[config.mk]
export PLATFORM = sky130hd
export DESIGN_NAME = dual_mod_prescaler
export DESIGN_NICKNAME = d
export VERILOG_FILES = /design/src/rtl/psc_pkg.sv /design/src/rtl/psc_ctrl.sv /design/src/rtl/psc_counter.sv /design/src/rtl/psc_retime.sv /design/src/rtl/dual_mod_prescaler.sv
export SDC_FILE = /design/constraint.sdc
export NUM_CORES = 1
export LEC_CHECK = 0
export BUFFER_PORTS_ARGS = -buffer_cell sky130_fd_sc_hd__buf_2
export CAP_MARGIN = 20
export CELL_PAD_IN_SITES_DETAIL_PLACEMENT = 0
export CELL_PAD_IN_SITES_GLOBAL_PLACEMENT = 1
export CORE_MARGIN = 1.5
export CORE_UTILIZATION = 35
export CTS_BUF_LIST = sky130_fd_sc_hd__clkbuf_4
export CTS_CLUSTER_DIAMETER = 80
export DETAILED_ROUTE_END_ITERATION = 8
export PLACE_DENSITY_LB_ADDON = 0.1
export SLEW_MARGIN = 0
export SYNTH_ARGS = -nofsm -noshare
export SYNTH_HDL_FRONTEND = slang
export SYNTH_SLANG_ARGS = --single-unit
[constraint.sdc]
create_clock -name clk -period 2.1 [get_ports clk]
set_input_delay 0.525 -clock clk [delete_from_list [all_inputs] [get_ports clk]]
set_output_delay 0.525 -clock clk [all_outputs]
set_load 0.02 [all_outputs]
[src/rtl/psc_pkg.sv]
package psc_pkg;

    // Ratio set that governs one output period.
    typedef struct packed {
        logic wide;   // 1: base ratio doubled
        logic extra;  // 1: one clock added to the low phase
    } psc_cfg_t;

    // Input clocks in the high phase of a period.
    function automatic int unsigned high_len(psc_cfg_t c, int unsigned base);
        return c.wide ? base : base / 2;
    endfunction

    // Total input clocks in a period.
    function automatic int unsigned period_len(psc_cfg_t c, int unsigned base);
        return (c.wide ? 2 * base : base) + (c.extra ? 1 : 0);
    endfunction

endpackage

[src/rtl/psc_ctrl.sv]
module psc_ctrl
    import psc_pkg::*;
(
    input  logic     clk,
    input  logic     rst,
    input  logic     wrap,
    input  logic     range_hi,
    input  logic     mod_ctl,
    output psc_cfg_t cfg
);

    always_ff @(posedge clk) begin
        if (rst) begin
            cfg.wide  <= range_hi;
            cfg.extra <= 1'b1;
        end else if (wrap) begin
            cfg.wide  <= range_hi;
            cfg.extra <= ~mod_ctl;
        end
    end

    // the ratio of the next period is taken from mod_ctl at the wrap edge
    p_sample_point_r5: assert property (@(posedge clk) disable iff (rst)
        wrap |=> (cfg.extra == !$past(mod_ctl)));

    // settings hold for the whole period
    p_cfg_hold_r6: assert property (@(posedge clk) disable iff (rst)
        !wrap |=> $stable(cfg));

endmodule

[src/rtl/psc_counter.sv]
module psc_counter
    import psc_pkg::*;
#(
    parameter int unsigned BASE_DIV = 16,
    parameter int unsigned CW       = 6
) (
    input  logic          clk,
    input  logic          rst,
    input  psc_cfg_t      cfg,
    output logic [CW-1:0] cnt,
    output logic          wrap
);

    logic [CW-1:0] last_cnt;

    always_comb begin
        last_cnt = CW'(period_len(cfg, BASE_DIV) - 1);
        wrap     = (cnt == last_cnt);
    end

    always_ff @(posedge clk) begin
        if (rst || wrap) cnt <= '0;
        else             cnt <= cnt + 1'b1;
    end

    // count never passes the end of the largest period
    p_cnt_bound_r6: assert property (@(posedge clk) disable iff (rst)
        cnt <= CW'(2 * BASE_DIV));

endmodule

[src/rtl/psc_retime.sv]
module psc_retime
    import psc_pkg::*;
#(
    parameter int unsigned BASE_DIV = 16,
    parameter int unsigned CW       = 6
) (
    input  logic          clk,
    input  logic          rst,
    input  logic [CW-1:0] cnt,
    input  psc_cfg_t      cfg,
    output logic          div_out
);

    logic [CW-1:0] half_cnt;

    always_comb half_cnt = CW'(high_len(cfg, BASE_DIV));

    always_ff @(posedge clk) begin
        if (rst) div_out <= 1'b0;
        else     div_out <= (cnt < half_cnt);
    end

    // output rises only on the first count of a period
    p_rise_at_start_r1: assert property (@(posedge clk) disable iff (rst)
        $rose(div_out) |-> ($past(cnt) == '0));

    // output falls only when the high phase is complete
    p_fall_at_half_r3: assert property (@(posedge clk) disable iff (rst)
        $fell(div_out) |-> ($past(cnt) == $past(half_cnt)));

endmodule

[src/rtl/dual_mod_prescaler.sv]
module dual_mod_prescaler
    import psc_pkg::*;
#(
    parameter int unsigned BASE_DIV = 16
) (
    input  logic clk,
    input  logic rst,
    input  logic range_hi,
    input  logic mod_ctl,
    output logic div_out
);

    localparam int unsigned CW = $clog2(2 * BASE_DIV + 1);

    psc_cfg_t      cfg;
    logic [CW-1:0] cnt;
    logic          wrap;

    psc_ctrl u_ctrl (
        .clk      (clk),
        .rst      (rst),
        .wrap     (wrap),
        .range_hi (range_hi),
        .mod_ctl  (mod_ctl),
        .cfg      (cfg)
    );

    psc_counter #(.BASE_DIV(BASE_DIV), .CW(CW)) u_cnt (
        .clk  (clk),
        .rst  (rst),
        .cfg  (cfg),
        .cnt  (cnt),
        .wrap (wrap)
    );

    psc_retime #(.BASE_DIV(BASE_DIV), .CW(CW)) u_out (
        .clk     (clk),
        .rst     (rst),
        .cnt     (cnt),
        .cfg     (cfg),
        .div_out (div_out)
    );

    // reset holds the output low
    p_reset_low_r7: assert property (@(posedge clk)
        rst |=> !div_out);

endmodule

* Yosys cells after proc, flatten, opt, wreduce, memory -nomap -nowiden
Cells that the tools add are included.
Word-level totals: register bits 9, bits of input ports 4, output and inout port bits 1, word-level logic and storage cells 17
Cells by class: add/subtract/negate cells 3, magnitude comparators 1, equal/unequal tests 1, muxes and demuxes 5, bitwise operators 1, reduce and logical (&&, ||, !) cells 2
Operator list (count):
- $add A6 B1 Y6 const B | 1
- $add A6 B6 Y6 | 1
- $eq A6 B6 Y1 | 1
- $lt A6 B6 Y1 | 1
- $mux W6 | 1
- $sub A6 B1 Y6 const B | 1
- $mux W5 | 1
- $mux W2 | 2
- $reduce_bool A2 Y1 | 1
- $logic_or A1 B1 Y1 | 1
- $mux W1 | 1
- $not A1 Y1 | 1

* Longest topological paths before layout
Gate-level depths: netlist (run 1).
depth after elaboration 6, depth in mapped cells 4, depth with buffers taken out 4

* Cells and area by module
A second synthesis (run 1) with hierarchy kept.
Unflattened totals: cell total of the unflattened synthesis 43, area, all modules 470.5 µm²
By module, submodules not included:
- psc_counter | instances 1, cells each 31, area each 320.3 µm², sequential area each 120.1 µm²
- psc_ctrl | instances 1, cells each 7, area each 85.1 µm², sequential area each 50.0 µm²
- psc_retime | instances 1, cells each 5, area each 65.1 µm², sequential area each 20.0 µm²

* Worst setup path after synthesis (run 1)
OpenSTA, ideal clock, no wires.
path kind reg-to-reg, start register u_ctrl.cfg[1] (netlist name), end register u_ctrl.cfg[1] (netlist name), library setup time 0.289 ns, arrival 1.280 ns, required time 1.811 ns, path slack 0.531 ns, stages on the path, launching flop included 5, path buffers 0, clock period less this slack 1.569 ns, path through edfxtp_1 -> ha_1 -> xor2_1 -> nor2_1 -> a21o_2
On the way: word-level cells in the longest chain between the ends 5
RTL lines:
- $mux W6 | line psc_pkg.sv:16 | return (c.wide ? 2 * base : base) + (c.extra ? 1 : 0);
- $add A6 B6 Y6 | line psc_pkg.sv:16
- $sub A6 B1 Y6 | line psc_counter.sv:17 | last_cnt = CW'(period_len(cfg, BASE_DIV) - 1);
- $eq A6 B6 Y1 | line psc_counter.sv:18 | wrap = (cnt == last_cnt);
- $reduce_bool A2 Y1 (no source line)
Every way passes these cells. A chain may end at the register's enable or synchronous reset.

* Final worst setup path (run 1)
start register u_ctrl.cfg[1] (netlist name), end register u_ctrl.cfg[1] (netlist name)
On the way: word-level cells in the longest chain between the ends 5
RTL lines (line):
- $mux W6 | psc_pkg.sv:16
- $add A6 B6 Y6 | psc_pkg.sv:16
- $sub A6 B1 Y6 | psc_counter.sv:17
- $eq A6 B6 Y1 | psc_counter.sv:18
- $reduce_bool A2 Y1 (no source line)
Every way passes these cells.

==> impl_metrics.prom, run 1 <==
# TYPE chip_impl_metric gauge
chip_impl_metric{name="dpl_worst_slack",unit="ns"} 0.386
chip_impl_metric{name="detail_route.vias_per_cell",unit=""} 5.35
chip_impl_metric{name="antenna_cells",unit=""} 0
chip_impl_metric{name="grt_pass1_vias",unit=""} 287
chip_impl_metric{name="numClockSinks",unit=""} 9
chip_impl_metric{name="core",unit="um2"} 1170
chip_impl_metric{name="synthToLayoutAreaGrowth",unit="%"} 13.7
chip_impl_metric{name="die_area",unit="um2"} 1560
chip_impl_metric{name="yosys_warnings",unit=""} 0
chip_impl_metric{name="buffer_ports.inserted",unit=""} 4
chip_impl_info{name="worst_hold_check_path_type",value="flip-flop to flip-flop"} 1
chip_impl_metric{name="final-hold-violation-count",unit=""} 0
chip_impl_metric{name="global_route.overflow_total",unit=""} 0
chip_impl_metric{name="syn_inst",unit=""} 45
chip_impl_metric{name="postLayoutCellArea",unit="um2"} 529
chip_impl_metric{name="synthDistinctLibCells",unit=""} 26
chip_impl_metric{name="cts_repair_resize_count",unit=""} 0
chip_impl_info{name="hold_path.startpoint",value="u_cnt.cnt[0]"} 1
chip_impl_metric{name="detailed_place_hpwl",unit="um"} 612
chip_impl_info{name="main_combinational_cell_family_by_area_after_synthesis",value="compound AO/OA/AOI/OAI gates"} 1
chip_impl_metric{name="post-route-min-period",unit="ns"} 1.72
chip_impl_metric{name="grt_antenna_before_repair",unit=""} 0
chip_impl_info{name="setup.worst_path.class",value="flip-flop to flip-flop"} 1
chip_impl_metric{name="fraction_of_the_cycle_the_final_worst_path_needs",unit="%"} 81.7
chip_impl_metric{name="cp_max_fo",unit=""} 7
chip_impl_info{name="min_to",value="u_cnt.cnt[0]"} 1
chip_impl_metric{name="yosys.area_share.xor_xnor",unit="%"} 9.41
chip_impl_metric{name="nNetsFinal",unit=""} 60
chip_impl_metric{name="design.portCount",unit=""} 5
chip_impl_metric{name="rows",unit=""} 12
chip_impl_metric{name="number_of_nets_still_failing_antenna_checks_after_routing",unit=""} 0
chip_impl_metric{name="drtPass1Iterations",unit=""} 2
chip_impl_metric{name="global_route_wire_length_before_repair",unit="um"} 1320
chip_impl_metric{name="synth_simple_gate_area_share",unit="%"} 15.1
chip_impl_info{name="root_cell_of_the_clock_tree",value="sky130_fd_sc_hd__clkbuf_4"} 1
chip_impl_metric{name="holdPathStages",unit=""} 1
chip_impl_info{name="grt_setup_unrepaired",value="no"} 1
chip_impl_metric{name="synth-compound-area-share",unit="%"} 17.2
chip_impl_metric{name="ir_drop",unit="V"} 0.000399
chip_impl_metric{name="yosys_register_bits",unit=""} 9
chip_impl_metric{name="cts_hold_buffers",unit=""} 0
chip_impl_metric{name="chipHeight",unit="um"} 39.5
chip_impl_metric{name="grt_max_degree",unit=""} 11
chip_impl_metric{name="placed_area",unit="um2"} 499
chip_impl_metric{name="worst_slew_pin_slew",unit="ns"} 0.418
chip_impl_metric{name="drive_above_1_share",unit="%"} 23.1
chip_impl_metric{name="syn-num-nets",unit=""} 52
chip_impl_metric{name="seq_area_frac_synth",unit="%"} 40.9
chip_impl_metric{name="max_clock_freq",unit="MHz"} 583
chip_impl_metric{name="dieWidth",unit="um"} 39.5
chip_impl_metric{name="timing.critical_path.arrival",unit="ns"} 1.70
chip_impl_metric{name="cts_made_buffers",unit=""} 3
chip_impl_info{name="r2r_start",value="u_ctrl.cfg[1]"} 1
chip_impl_metric{name="slew_violations",unit=""} 0
chip_impl_info{name="synth_top_cells_by_area",value="sky130_fd_sc_hd__dfxtp_1 34%, sky130_fd_sc_hd__ha_1 8.1%, sky130_fd_sc_hd__xor2_1 7.5%"} 1
chip_impl_metric{name="layout_setup_ws",unit="ns"} 0.385
chip_impl_metric{name="post_synth_instance_area",unit="um2"} 465
chip_impl_metric{name="floorplan.initialDensity",unit="%"} 39.7
chip_impl_metric{name="final.setup_skew",unit="ns"} 0.00181
chip_impl_metric{name="reg2reg_setup_slack",unit="ns"} 0.38
chip_impl_info{name="tritoncts",value="built"} 1
chip_impl_info{name="netlist.top_cell.by_area",value="sky130_fd_sc_hd__dfxtp_1"} 1
chip_impl_metric{name="clk_path_buf_depth",unit=""} 2
chip_impl_metric{name="timing.slew.headroom",unit="%"} 72.0
chip_impl_metric{name="detail_route.drc_violations",unit=""} 0
chip_impl_info{name="status",value="complete, no violations"} 1
chip_impl_metric{name="post_synth_fa_ha_maj_area_fraction",unit="%"} 8.06
chip_impl_metric{name="setup_viol_count_final",unit=""} 0
chip_impl_metric{name="drt_wl_total",unit="um"} 775
chip_impl_metric{name="muxShareOfSynthArea",unit="%"} 6.99
chip_impl_metric{name="routability_driven_placement_congestion_ratio",unit=""} 0.658
chip_impl_metric{name="post-cts-setup-buffer-count",unit=""} 0
chip_impl_metric{name="clock_tree.htree_level_count",unit=""} 1
chip_impl_metric{name="synthDominantCellAreaShare",unit="%"} 34.4
chip_impl_metric{name="power_per_cell_area",unit="nW/um2"} 932
chip_impl_metric{name="clock_transition_at_path_regs",unit="ns"} 0.06
chip_impl_metric{name="worstPathRequired",unit="ns"} 2.08
chip_impl_metric{name="drv.max_cap_violation_count",unit=""} 0
chip_impl_metric{name="clock_latency_late_sink",unit="ns"} 0.26
chip_impl_info{name="cp-end-kind",value="flip-flop"} 1
chip_impl_metric{name="drt_first_iter_violations",unit=""} 4
chip_impl_metric{name="route.detailed.wl_per_inst",unit="um"} 11.7
chip_impl_metric{name="synth.avg_cell_area",unit="um2"} 10.3
chip_impl_metric{name="power.leakage",unit="nW"} 0.215
chip_impl_info{name="start_kind",value="flip-flop"} 1
chip_impl_metric{name="num_vias",unit=""} 353
chip_impl_metric{name="total_negative_setup_slacks",unit="ns"} 0
chip_impl_metric{name="r2r_cells",unit=""} 4
chip_impl_metric{name="grt_util_all_layers",unit="%"} 13.8
chip_impl_info{name="regToRegEndpoint",value="u_ctrl.cfg[1]"} 1
-- cells in the final DEF (no fill, tap or decap), drive strengths merged --
cell     Yosys  routed
nor2         3       3
nand3        2       2
xor2         4       4
and2         1       1
xnor2        1       1
nor4b        1       1
nand4        1       1
o31ai        1       1
or4          1       1
nand2        1       1
a21o         1       1
or2          1       1
inv          2       2
ha           3       3
buf          0       4
a21oi        2       2
o21ai        1       1
clkbuf       1       4
a2111oi      1       1
o311ai       1       1
edfxtp       1       1
mux2i        2       2
a31o         1       1
a211oi       3       3
nand2b       1       1
dfxtp        8       8
-- worst max-delay path by stage --
stage / end / slack (ns) / cells past startpoint / startpoint
floorplan: u_ctrl.cfg[1] / 0.53 / 4 / u_ctrl.cfg[1]
global placement: u_ctrl.cfg[1] / 0.42 / 4 / u_ctrl.cfg[1]
detailed placement: u_ctrl.cfg[1] / 0.39 / 4 / u_ctrl.cfg[1]
CTS: u_ctrl.cfg[1] / 0.38 / 4 / u_ctrl.cfg[1]
global route: u_ctrl.cfg[1] / 0.30 / 4 / u_ctrl.cfg[0]
finish: u_ctrl.cfg[1] / 0.38 / 4 / u_ctrl.cfg[1]
-- where the power goes --
group,total (mW),internal (mW),switching (mW)
clock,0.144,0.0860,0.0581
sequential,0.216,0.196,0.0204
combinational,0.133,0.0641,0.0686
total,0.493,0.346,0.147
-- cell type report --
class                           count  area [um2]
Multi-Input combinational cell     33         264
Inverter                            2        7.51
Tap cell                           14        17.5
Timing Repair Buffer                4        20.0
Clock buffer                        4        30.0
Sequential cell                     9         190
Fill cell                         120         642
-- synthesized netlist by cell type, drive strengths merged --
master / n
dfxtp: 8
xor2: 4
a211oi: 3
ha: 3
nor2: 3
a21oi: 2
inv: 2
mux2i: 2
nand3: 2
a2111oi: 1
a21o: 1
a31o: 1
and2: 1
clkbuf: 1
edfxtp: 1
nand2: 1
nand2b: 1
nand4: 1
nor4b: 1
o21ai: 1
o311ai: 1
o31ai: 1
or2: 1
or4: 1
xnor2: 1
-- critical path, cell delays in order (launching register included) --
cell and delay, ns:
sky130_fd_sc_hd__edfxtp_1 0.41, sky130_fd_sc_hd__ha_1 0.30, sky130_fd_sc_hd__xor2_1 0.18, sky130_fd_sc_hd__nor2_1 0.35
sky130_fd_sc_hd__a21o_2 0.20
-- through the flow --
stage	util, %	cells	power, mW	hold WS, ns
after global placement	42.6	62	0.349	0.505
after CTS	45.2	66	0.502	0.518
final	45.2	66	0.493	0.525
after floorplan	-	45	0.327	0.476
after detailed placement	42.6	62	0.355	0.508
after global routing	45.2	66	0.528	0.547
-- routing by layer --
layer / GRT usage, % / wire, um / vias up
met5: 0 / 0 / -
li1: - / - / 184
met1: 16.5 / 356 / 160
met2: 19.7 / 358 / 7
met3: 5.11 / 51 / 2
met4: 10.3 / 10 / 0
-- logic make-up (layout without fill, tap and decap cells) --
kind of cell / after synthesis / count (layout)
XOR/XNOR: 5 / 5
AO/OA/AOI/OAI: 11 / 11
AND/OR/NAND/NOR: 12 / 12
adder cells (fa/ha/maj): 3 / 3
flip-flops: 9 / 9
multiplexers: 2 / 2
buffers and inverters: 3 / 10
-- flip-flops by register name (all words and copies together) (netlist names) --
signal	count
u_ctrl.cfg	2
u_cnt.cnt	6
u_out.div_out	1
Note: power is estimated with default switching activity, not from simulation.
==> inputs of run 2 (changes only) <==
==> constraint.sdc (replaced) <==
create_clock -name clk -period 1.5 [get_ports clk]
set_input_delay 0.375 -clock clk [delete_from_list [all_inputs] [get_ports clk]]
set_output_delay 0.375 -clock clk [all_outputs]
set_load 0.02 [all_outputs]
==> run 2 against run 1 <==
  * The run now ends with setup timing left
  * Clock-buffer cell count unchanged
  * Die area did not move
  * Worst setup slack got worse by 0.42 ns
  * Sequential power grew 38%
  * Clock skew is 0.0021 ns higher
  * Global-route usage is 1.4 points higher
  * Clock power up 42%
  * Register-to-register slack worse by 0.42 ns
  * Critical path type unchanged
  * Highest routed layer is now met3
==> impl_metrics.prom, run 2 (same netlist as run 1, synthesis figures left out) <==
# TYPE chip_impl_metric gauge
chip_impl_info{name="tritoncts",value="built"} 1
chip_impl_metric{name="dpl_worst_slack",unit="ns"} -0.129
chip_impl_metric{name="global_route_wire_length_before_repair",unit="um"} 1540
chip_impl_metric{name="ir_drop",unit="V"} 0.000602
chip_impl_info{name="most-common-layout-cells",value="7 x sky130_fd_sc_hd__dfxtp_1, 5 x sky130_fd_sc_hd__buf_4, 4 x sky130_fd_sc_hd__clkbuf_4, 4 x sky130_fd_sc_hd__buf_2"} 1
chip_impl_metric{name="drtPass1Iterations",unit=""} 2
chip_impl_metric{name="clock_latency_late_sink",unit="ns"} 0.25
chip_impl_info{name="root_cell_of_the_clock_tree",value="sky130_fd_sc_hd__clkbuf_4"} 1
chip_impl_metric{name="routability_driven_placement_congestion_ratio",unit=""} 0.684
chip_impl_metric{name="rows",unit=""} 12
chip_impl_metric{name="cts_made_buffers",unit=""} 3
chip_impl_metric{name="floorplan.initialDensity",unit="%"} 39.7
chip_impl_metric{name="power.leakage",unit="nW"} 0.253
chip_impl_metric{name="worstPathRequired",unit="ns"} 1.62
chip_impl_metric{name="clock_tree.htree_level_count",unit=""} 1
chip_impl_metric{name="switching_share",unit="%"} 31.6
chip_impl_metric{name="detailed_place_hpwl",unit="um"} 685
chip_impl_metric{name="slew_violations",unit=""} 0
chip_impl_metric{name="number_of_flip_flops_under_the_largest_register_name",unit=""} 6
chip_impl_info{name="status",value="complete, but fails checks"} 1
chip_impl_metric{name="post-route-min-period",unit="ns"} 1.53
chip_impl_metric{name="worst_slew_pin_slew",unit="ns"} 0.333
chip_impl_info{name="start_kind",value="flip-flop"} 1
chip_impl_metric{name="setup_viol_count_final",unit=""} 1
chip_impl_metric{name="die_area",unit="um2"} 1560
chip_impl_metric{name="drt_wl_total",unit="um"} 976
chip_impl_info{name="setup.worst_path.class",value="flip-flop to flip-flop"} 1
chip_impl_metric{name="buffer_ports.inserted",unit=""} 4
chip_impl_metric{name="dieWidth",unit="um"} 39.5
chip_impl_metric{name="numClockSinks",unit=""} 9
chip_impl_info{name="regToRegEndpoint",value="u_ctrl.cfg[0]"} 1
chip_impl_metric{name="fraction_of_the_cycle_the_final_worst_path_needs",unit="%"} 102
chip_impl_metric{name="post_layout_total_power",unit="uW"} 849
chip_impl_metric{name="chipHeight",unit="um"} 39.5
chip_impl_metric{name="synthToLayoutAreaGrowth",unit="%"} 39.0
chip_impl_metric{name="number_of_nets_still_failing_antenna_checks_after_routing",unit=""} 0
chip_impl_metric{name="cp_max_fo",unit=""} 3
chip_impl_metric{name="detail_route.vias_per_cell",unit=""} 5.15
chip_impl_metric{name="drv.max_cap_violation_count",unit=""} 0
chip_impl_metric{name="timing.critical_path.arrival",unit="ns"} 1.65
chip_impl_metric{name="cell_internal_pwr",unit="uW"} 580
chip_impl_metric{name="multi_input_area",unit="um2"} 332
chip_impl_metric{name="power_per_cell_area",unit="nW/um2"} 1310
chip_impl_metric{name="postLayoutCellArea",unit="um2"} 647
chip_impl_metric{name="fin_util",unit="%"} 55.2
chip_impl_metric{name="clockPowerShare",unit="%"} 24.1
chip_impl_metric{name="detail_route.drc_violations",unit=""} 0
chip_impl_metric{name="design.portCount",unit=""} 5
chip_impl_metric{name="antenna_cells",unit=""} 0
chip_impl_metric{name="p_comb_share",unit="%"} 40.9
chip_impl_info{name="grt_setup_unrepaired",value="yes"} 1
chip_impl_metric{name="r2r_cells",unit=""} 4
chip_impl_metric{name="max_clock_freq",unit="MHz"} 654
chip_impl_info{name="setup.worst_path.end",value="u_ctrl.cfg[0]"} 1
chip_impl_metric{name="cts_hold_buffers",unit=""} 0
chip_impl_info{name="violations_in_the_final_reports",value="setup timing"} 1
chip_impl_metric{name="timing.slew.headroom",unit="%"} 77.5
chip_impl_info{name="mostFrequentLayoutCell",value="sky130_fd_sc_hd__dfxtp_1"} 1
chip_impl_metric{name="grt_antenna_before_repair",unit=""} 0
chip_impl_info{name="biggestRegsByFlops",value="u_cnt.cnt (6), u_ctrl.cfg (2), u_out.div_out (1)"} 1
chip_impl_metric{name="final.setup_skew",unit="ns"} 0.00390
chip_impl_metric{name="reg2reg_setup_slack",unit="ns"} -0.03
chip_impl_metric{name="route.detailed.wl_per_inst",unit="um"} 13.6
chip_impl_info{name="worstSetupStartpoint",value="u_ctrl.cfg[1]"} 1
chip_impl_metric{name="n_fill_cell",unit=""} 108
chip_impl_metric{name="total_switching_power",unit="uW"} 269
chip_impl_metric{name="drt_first_iter_violations",unit=""} 6
chip_impl_metric{name="clock_transition_at_path_regs",unit="ns"} 0.07
chip_impl_metric{name="grt_pass1_vias",unit=""} 362
chip_impl_metric{name="portion_of_total_power_attributed_to_sequential_cells",unit="%"} 35.0
chip_impl_metric{name="placed_area",unit="um2"} 539
chip_impl_metric{name="layout_setup_ws",unit="ns"} -0.0302
chip_impl_info{name="largest_register",value="u_cnt.cnt"} 1
chip_impl_metric{name="seq_area",unit="um2"} 191
chip_impl_info{name="worst_hold_check_path_type",value="input port to flip-flop"} 1
chip_impl_metric{name="num_vias",unit=""} 371
chip_impl_metric{name="grt_util_all_layers",unit="%"} 15.2
chip_impl_metric{name="drive_above_1_share",unit="%"} 44.8
chip_impl_metric{name="final-hold-violation-count",unit=""} 0
chip_impl_metric{name="global_route.overflow_total",unit=""} 0
chip_impl_metric{name="grt_max_degree",unit=""} 11
chip_impl_metric{name="total_negative_setup_slacks",unit="ns"} -0.0302
chip_impl_info{name="r2r_start",value="u_ctrl.cfg[1]"} 1
chip_impl_metric{name="core",unit="um2"} 1170
chip_impl_info{name="cp-end-kind",value="flip-flop"} 1
chip_impl_metric{name="nNetsFinal",unit=""} 66
chip_impl_metric{name="clk_path_buf_depth",unit=""} 2
==> run 2: stage by stage <==
step,cells,hold WS (ns)
6_report,72,0.372
2_1_floorplan,45,0.476
3_5_place_dp,67,0.528
3_3_place_gp,67,0.514
4_1_cts,71,0.358
5_1_grt,72,0.361
==> run 2: metal layers <==
metal	vias to the layer above	GRT usage, %	wire length (um)
li1	190	-	-
met1	176	19.1	397
met2	5	26.2	541
met3	0	3.41	38
met4	0	2.59	0
met5	-	0	0
==> run 2: area by class of cell <==
| type | count | area share [%] |
|---|---|---|
| clock buffers | 4 | 4.64 |
| inverters | 2 | 1.16 |
| multi-input cells | 33 | 51.3 |
| flip-flops and latches | 9 | 29.6 |
| well taps | 14 | 2.71 |
| repair buffers | 10 | 10.6 |
==> run 2: critical path, stage by stage, from the launching register on <==
cell                       delay, ns
sky130_fd_sc_hd__edfxtp_1       0.44
sky130_fd_sc_hd__ha_4           0.27
sky130_fd_sc_hd__xor2_4         0.19
sky130_fd_sc_hd__o31ai_1        0.34
sky130_fd_sc_hd__o311ai_2       0.15
==> run 2: what timing repair did <==
| action | 4_1_cts | 5_1_grt |
|---|---|---|
| hold endpoints to repair | 0 | 0 |
| gates resized for setup | 4 | 9 |
| buffers inserted | 0 | 1 |
| gates cloned | 0 | 0 |
| setup endpoints to repair | 6 | 7 |
| pin swaps | 2 | 7 |
==> run 2: power by group through the flow <==
stage,Combinational (mW),Sequential [mW],Clock [mW]
2_1_floorplan,0.154,0.307,0
3_3_place_gp,0.246,0.297,0
3_5_place_dp,0.260,0.299,0
4_1_cts,0.283,0.298,0.206
5_1_grt,0.377,0.299,0.226
6_report,0.347,0.297,0.204
==> run 2: how the worst min path moves through the flow <==
stage          cells past startpoint    startpoint  slack, ns             to
2_1_floorplan                      1  u_cnt.cnt[0]       0.48   u_cnt.cnt[0]
3_3_place_gp                       1  u_cnt.cnt[5]       0.51  u_out.div_out
3_5_place_dp                       1  u_cnt.cnt[5]       0.53  u_out.div_out
4_1_cts                            2       mod_ctl       0.36  u_ctrl.cfg[0]
5_1_grt                            2       mod_ctl       0.36  u_ctrl.cfg[0]
6_report                           2       mod_ctl       0.37  u_ctrl.cfg[0]
==> inputs of run 3 (changes only) <==
==> constraint.sdc (replaced) <==
create_clock -name clk -period 1.2 [get_ports clk]
set_input_delay 0.3 -clock clk [delete_from_list [all_inputs] [get_ports clk]]
set_output_delay 0.3 -clock clk [all_outputs]
set_load 0.02 [all_outputs]
==> run 3 against run 2 <==
  * The flow still finishes with violations (setup timing)
  * Core utilization rose by 5.3 points
  * Via count rose by 12%
  * Combinational power rose by 45%
  * Sequential share of layout area fell by 2.3 points
  * Clock-buffer cell count fell by 1
  * First-iteration DRC count rose by 33%
  * Sequential power rose by 26%
  * Wire length rose by 17%
==> impl_metrics.prom, run 3 (same netlist as run 1, synthesis figures left out) <==
# TYPE chip_impl_metric gauge
chip_impl_info{name="status",value="complete, but fails checks"} 1
chip_impl_info{name="violations_in_the_final_reports",value="setup timing"} 1
chip_impl_metric{name="post-route-min-period",unit="ns"} 1.54
chip_impl_metric{name="ir_drop",unit="V"} 0.00125
chip_impl_info{name="grt_setup_unrepaired",value="yes"} 1
chip_impl_metric{name="fin_util",unit="%"} 60.6
chip_impl_metric{name="final.setup_skew",unit="ns"} 0.00925
chip_impl_info{name="tritoncts",value="built"} 1
chip_impl_metric{name="grt_max_degree",unit=""} 10
chip_impl_metric{name="grt_antenna_before_repair",unit=""} 0
chip_impl_metric{name="chipHeight",unit="um"} 39.5
chip_impl_metric{name="worstPathRequired",unit="ns"} 1.36
chip_impl_metric{name="final-hold-violation-count",unit=""} 0
chip_impl_info{name="setup.worst_path.class",value="flip-flop to flip-flop"} 1
chip_impl_metric{name="grt_util_all_layers",unit="%"} 20.1
chip_impl_metric{name="clock_latency_late_sink",unit="ns"} 0.27
chip_impl_metric{name="cp_max_fo",unit=""} 3
chip_impl_metric{name="worst_slew_pin_slew",unit="ns"} 0.373
chip_impl_metric{name="detailed_place_hpwl",unit="um"} 795
chip_impl_metric{name="num_vias",unit=""} 414
chip_impl_metric{name="global_route.overflow_total",unit=""} 0
chip_impl_info{name="root_cell_of_the_clock_tree",value="sky130_fd_sc_hd__clkbuf_4"} 1
chip_impl_metric{name="detail_route.drc_violations",unit=""} 0
chip_impl_info{name="biggestRegsByFlops",value="u_cnt.cnt (6), u_ctrl.cfg (2), u_out.div_out (1)"} 1
chip_impl_metric{name="die_area",unit="um2"} 1560
chip_impl_metric{name="drtPass1Iterations",unit=""} 4
chip_impl_metric{name="grt_pass1_vias",unit=""} 416
chip_impl_metric{name="routability_driven_placement_congestion_ratio",unit=""} 0.669
chip_impl_metric{name="cts_made_buffers",unit=""} 3
chip_impl_metric{name="fraction_of_the_cycle_the_final_worst_path_needs",unit="%"} 128
chip_impl_metric{name="max_clock_freq",unit="MHz"} 649
chip_impl_metric{name="synthToLayoutAreaGrowth",unit="%"} 52.4
chip_impl_metric{name="clock_transition_at_path_regs",unit="ns"} 0.07
chip_impl_metric{name="global_route_wire_length_before_repair",unit="um"} 1920
chip_impl_metric{name="clock_tree.htree_level_count",unit=""} 1
chip_impl_metric{name="cpPeakStageDelay",unit="ns"} 0.42
chip_impl_metric{name="route.detailed.wl_per_inst",unit="um"} 14.5
chip_impl_metric{name="layout_setup_ws",unit="ns"} -0.341
chip_impl_metric{name="power.leakage",unit="nW"} 0.300
chip_impl_metric{name="clk_path_buf_depth",unit=""} 2
chip_impl_metric{name="nNetsFinal",unit=""} 73
chip_impl_info{name="cp_cell_sequence",value="ha_4, xor2_4, or2_2, o311ai_1"} 1
chip_impl_info{name="slowest_stage",value="sky130_fd_sc_hd__edfxtp_1"} 1
chip_impl_info{name="mostFrequentLayoutCell",value="sky130_fd_sc_hd__buf_4"} 1
chip_impl_metric{name="antenna_cells",unit=""} 0
chip_impl_metric{name="power_per_cell_area",unit="nW/um2"} 1580
chip_impl_info{name="cp-end-kind",value="flip-flop"} 1
chip_impl_info{name="largest_register",value="u_cnt.cnt"} 1
chip_impl_metric{name="drt_wl_total",unit="um"} 1140
chip_impl_metric{name="number_of_flip_flops_under_the_largest_register_name",unit=""} 6
chip_impl_metric{name="slew_violations",unit=""} 0
chip_impl_metric{name="dieWidth",unit="um"} 39.5
chip_impl_metric{name="drt_first_iter_violations",unit=""} 8
chip_impl_metric{name="n_fill_cell",unit=""} 106
chip_impl_metric{name="post_layout_total_power",unit="mW"} 1.12
chip_impl_metric{name="drive_above_1_share",unit="%"} 55.4
chip_impl_metric{name="floorplan.initialDensity",unit="%"} 39.7
chip_impl_info{name="start_kind",value="flip-flop"} 1
chip_impl_info{name="worst_hold_check_path_type",value="input port to flip-flop"} 1
chip_impl_metric{name="timing.critical_path.arrival",unit="ns"} 1.70
chip_impl_metric{name="timing.slew.headroom",unit="%"} 75.1
chip_impl_metric{name="drv.max_cap_violation_count",unit=""} 0
chip_impl_metric{name="number_of_nets_still_failing_antenna_checks_after_routing",unit=""} 0
chip_impl_metric{name="detail_route.vias_per_cell",unit=""} 5.24
chip_impl_metric{name="numClockSinks",unit=""} 9
chip_impl_metric{name="setup_viol_count_final",unit=""} 9
chip_impl_info{name="most-common-layout-cells",value="10 x sky130_fd_sc_hd__buf_4, 5 x sky130_fd_sc_hd__dfxtp_1, 4 x sky130_fd_sc_hd__buf_2"} 1
chip_impl_metric{name="rows",unit=""} 12
chip_impl_metric{name="core",unit="um2"} 1170
chip_impl_metric{name="design.portCount",unit=""} 5
chip_impl_metric{name="buffer_ports.inserted",unit=""} 4
## run 3: cell types whose count changed in the layout (fill, tap and decap cells not counted), moves of 2 or more
| cell | change |
|---|---|
| sky130_fd_sc_hd__dfxtp_1 | -2 |
| sky130_fd_sc_hd__buf_4 | +5 |
| sky130_fd_sc_hd__dfxtp_2 | +2 |
| sky130_fd_sc_hd__buf_6 | +2 |
## run 3: cell type report
type | count | area [um2] | area share, %
clock inverters | 1 | 5.00 | 0.705
multi-input cells | 33 | 334 | 47.1
clock buffers | 3 | 22.5 | 3.17
repair buffers | 17 | 129 | 18.2
inverters | 2 | 7.51 | 1.06
well taps | 14 | 17.5 | 2.47
flip-flops and latches | 9 | 194 | 27.3
## run 3: timing repair
action,in CTS,in global routing
gates resized for setup,10,4
hold buffers,0,0
setup buffers,2,0
cloned,0,0
pin swaps,5,2
endpoints found under the setup margin,9,9
## run 3: report_power, final
part / leakage [nW] / total, mW / internal, mW / switching (mW)
clock: 0.0177 / 0.244 / 0.123 / 0.120
combinational: 0.206 / 0.502 / 0.281 / 0.220
sequential: 0.0761 / 0.373 / 0.346 / 0.0268
total: 0.300 / 1.12 / 0.751 / 0.367
## run 3: worst paths after layout
path | from | to | slack (ns) | depth (start not counted)
hold / removal | mod_ctl | u_ctrl.cfg[0] | 0.29 | 2
setup reg to reg | u_ctrl.cfg[1] | u_ctrl.cfg[0] | -0.34 | 4
hold reg to reg | u_cnt.cnt[0] | u_cnt.cnt[0] | 0.57 | 2
setup / recovery | u_ctrl.cfg[1] | u_ctrl.cfg[0] | -0.34 | 4
## run 3: routing by layer
layer / wire length (um) / GRT usage, % / vias up / part of all wire, %
li1: - / - / 207 / -
met1: 464 / 22.8 / 194 / 41
met2: 621 / 32.8 / 11 / 54
met3: 49 / 8.52 / 2 / 4.3
met4: 8 / 7.76 / 0 / 0.70
met5: 0 / 0 / - / 0
## run 3: worst max-delay path: cells and delay by family (launching register included)
family	cells	cell delay (ns)
flops	1	0.42
compound gates	1	0.25
simple gates	1	0.30
fa+ha+maj	1	0.26
xor+xnor	1	0.19
## run 3: through the flow
| step | cell area, um2 | hold slack (ns) | setup TNS (ns) | setup WS [ns] | cells |
|---|---|---|---|---|---|
| 4_1_cts | 684 | 0.255 | -2.09 | -0.290 | 79 |
| 3_3_place_gp | 608 | 0.519 | -1.67 | -0.283 | 73 |
| 6_report | 709 | 0.291 | -2.09 | -0.341 | 79 |
| 5_1_grt | 709 | 0.285 | -2.74 | -0.402 | 79 |
| 3_5_place_dp | 608 | 0.545 | -2.09 | -0.321 | 73 |
| 2_1_floorplan | 492 | 0.462 | -1.26 | -0.301 | 45 |
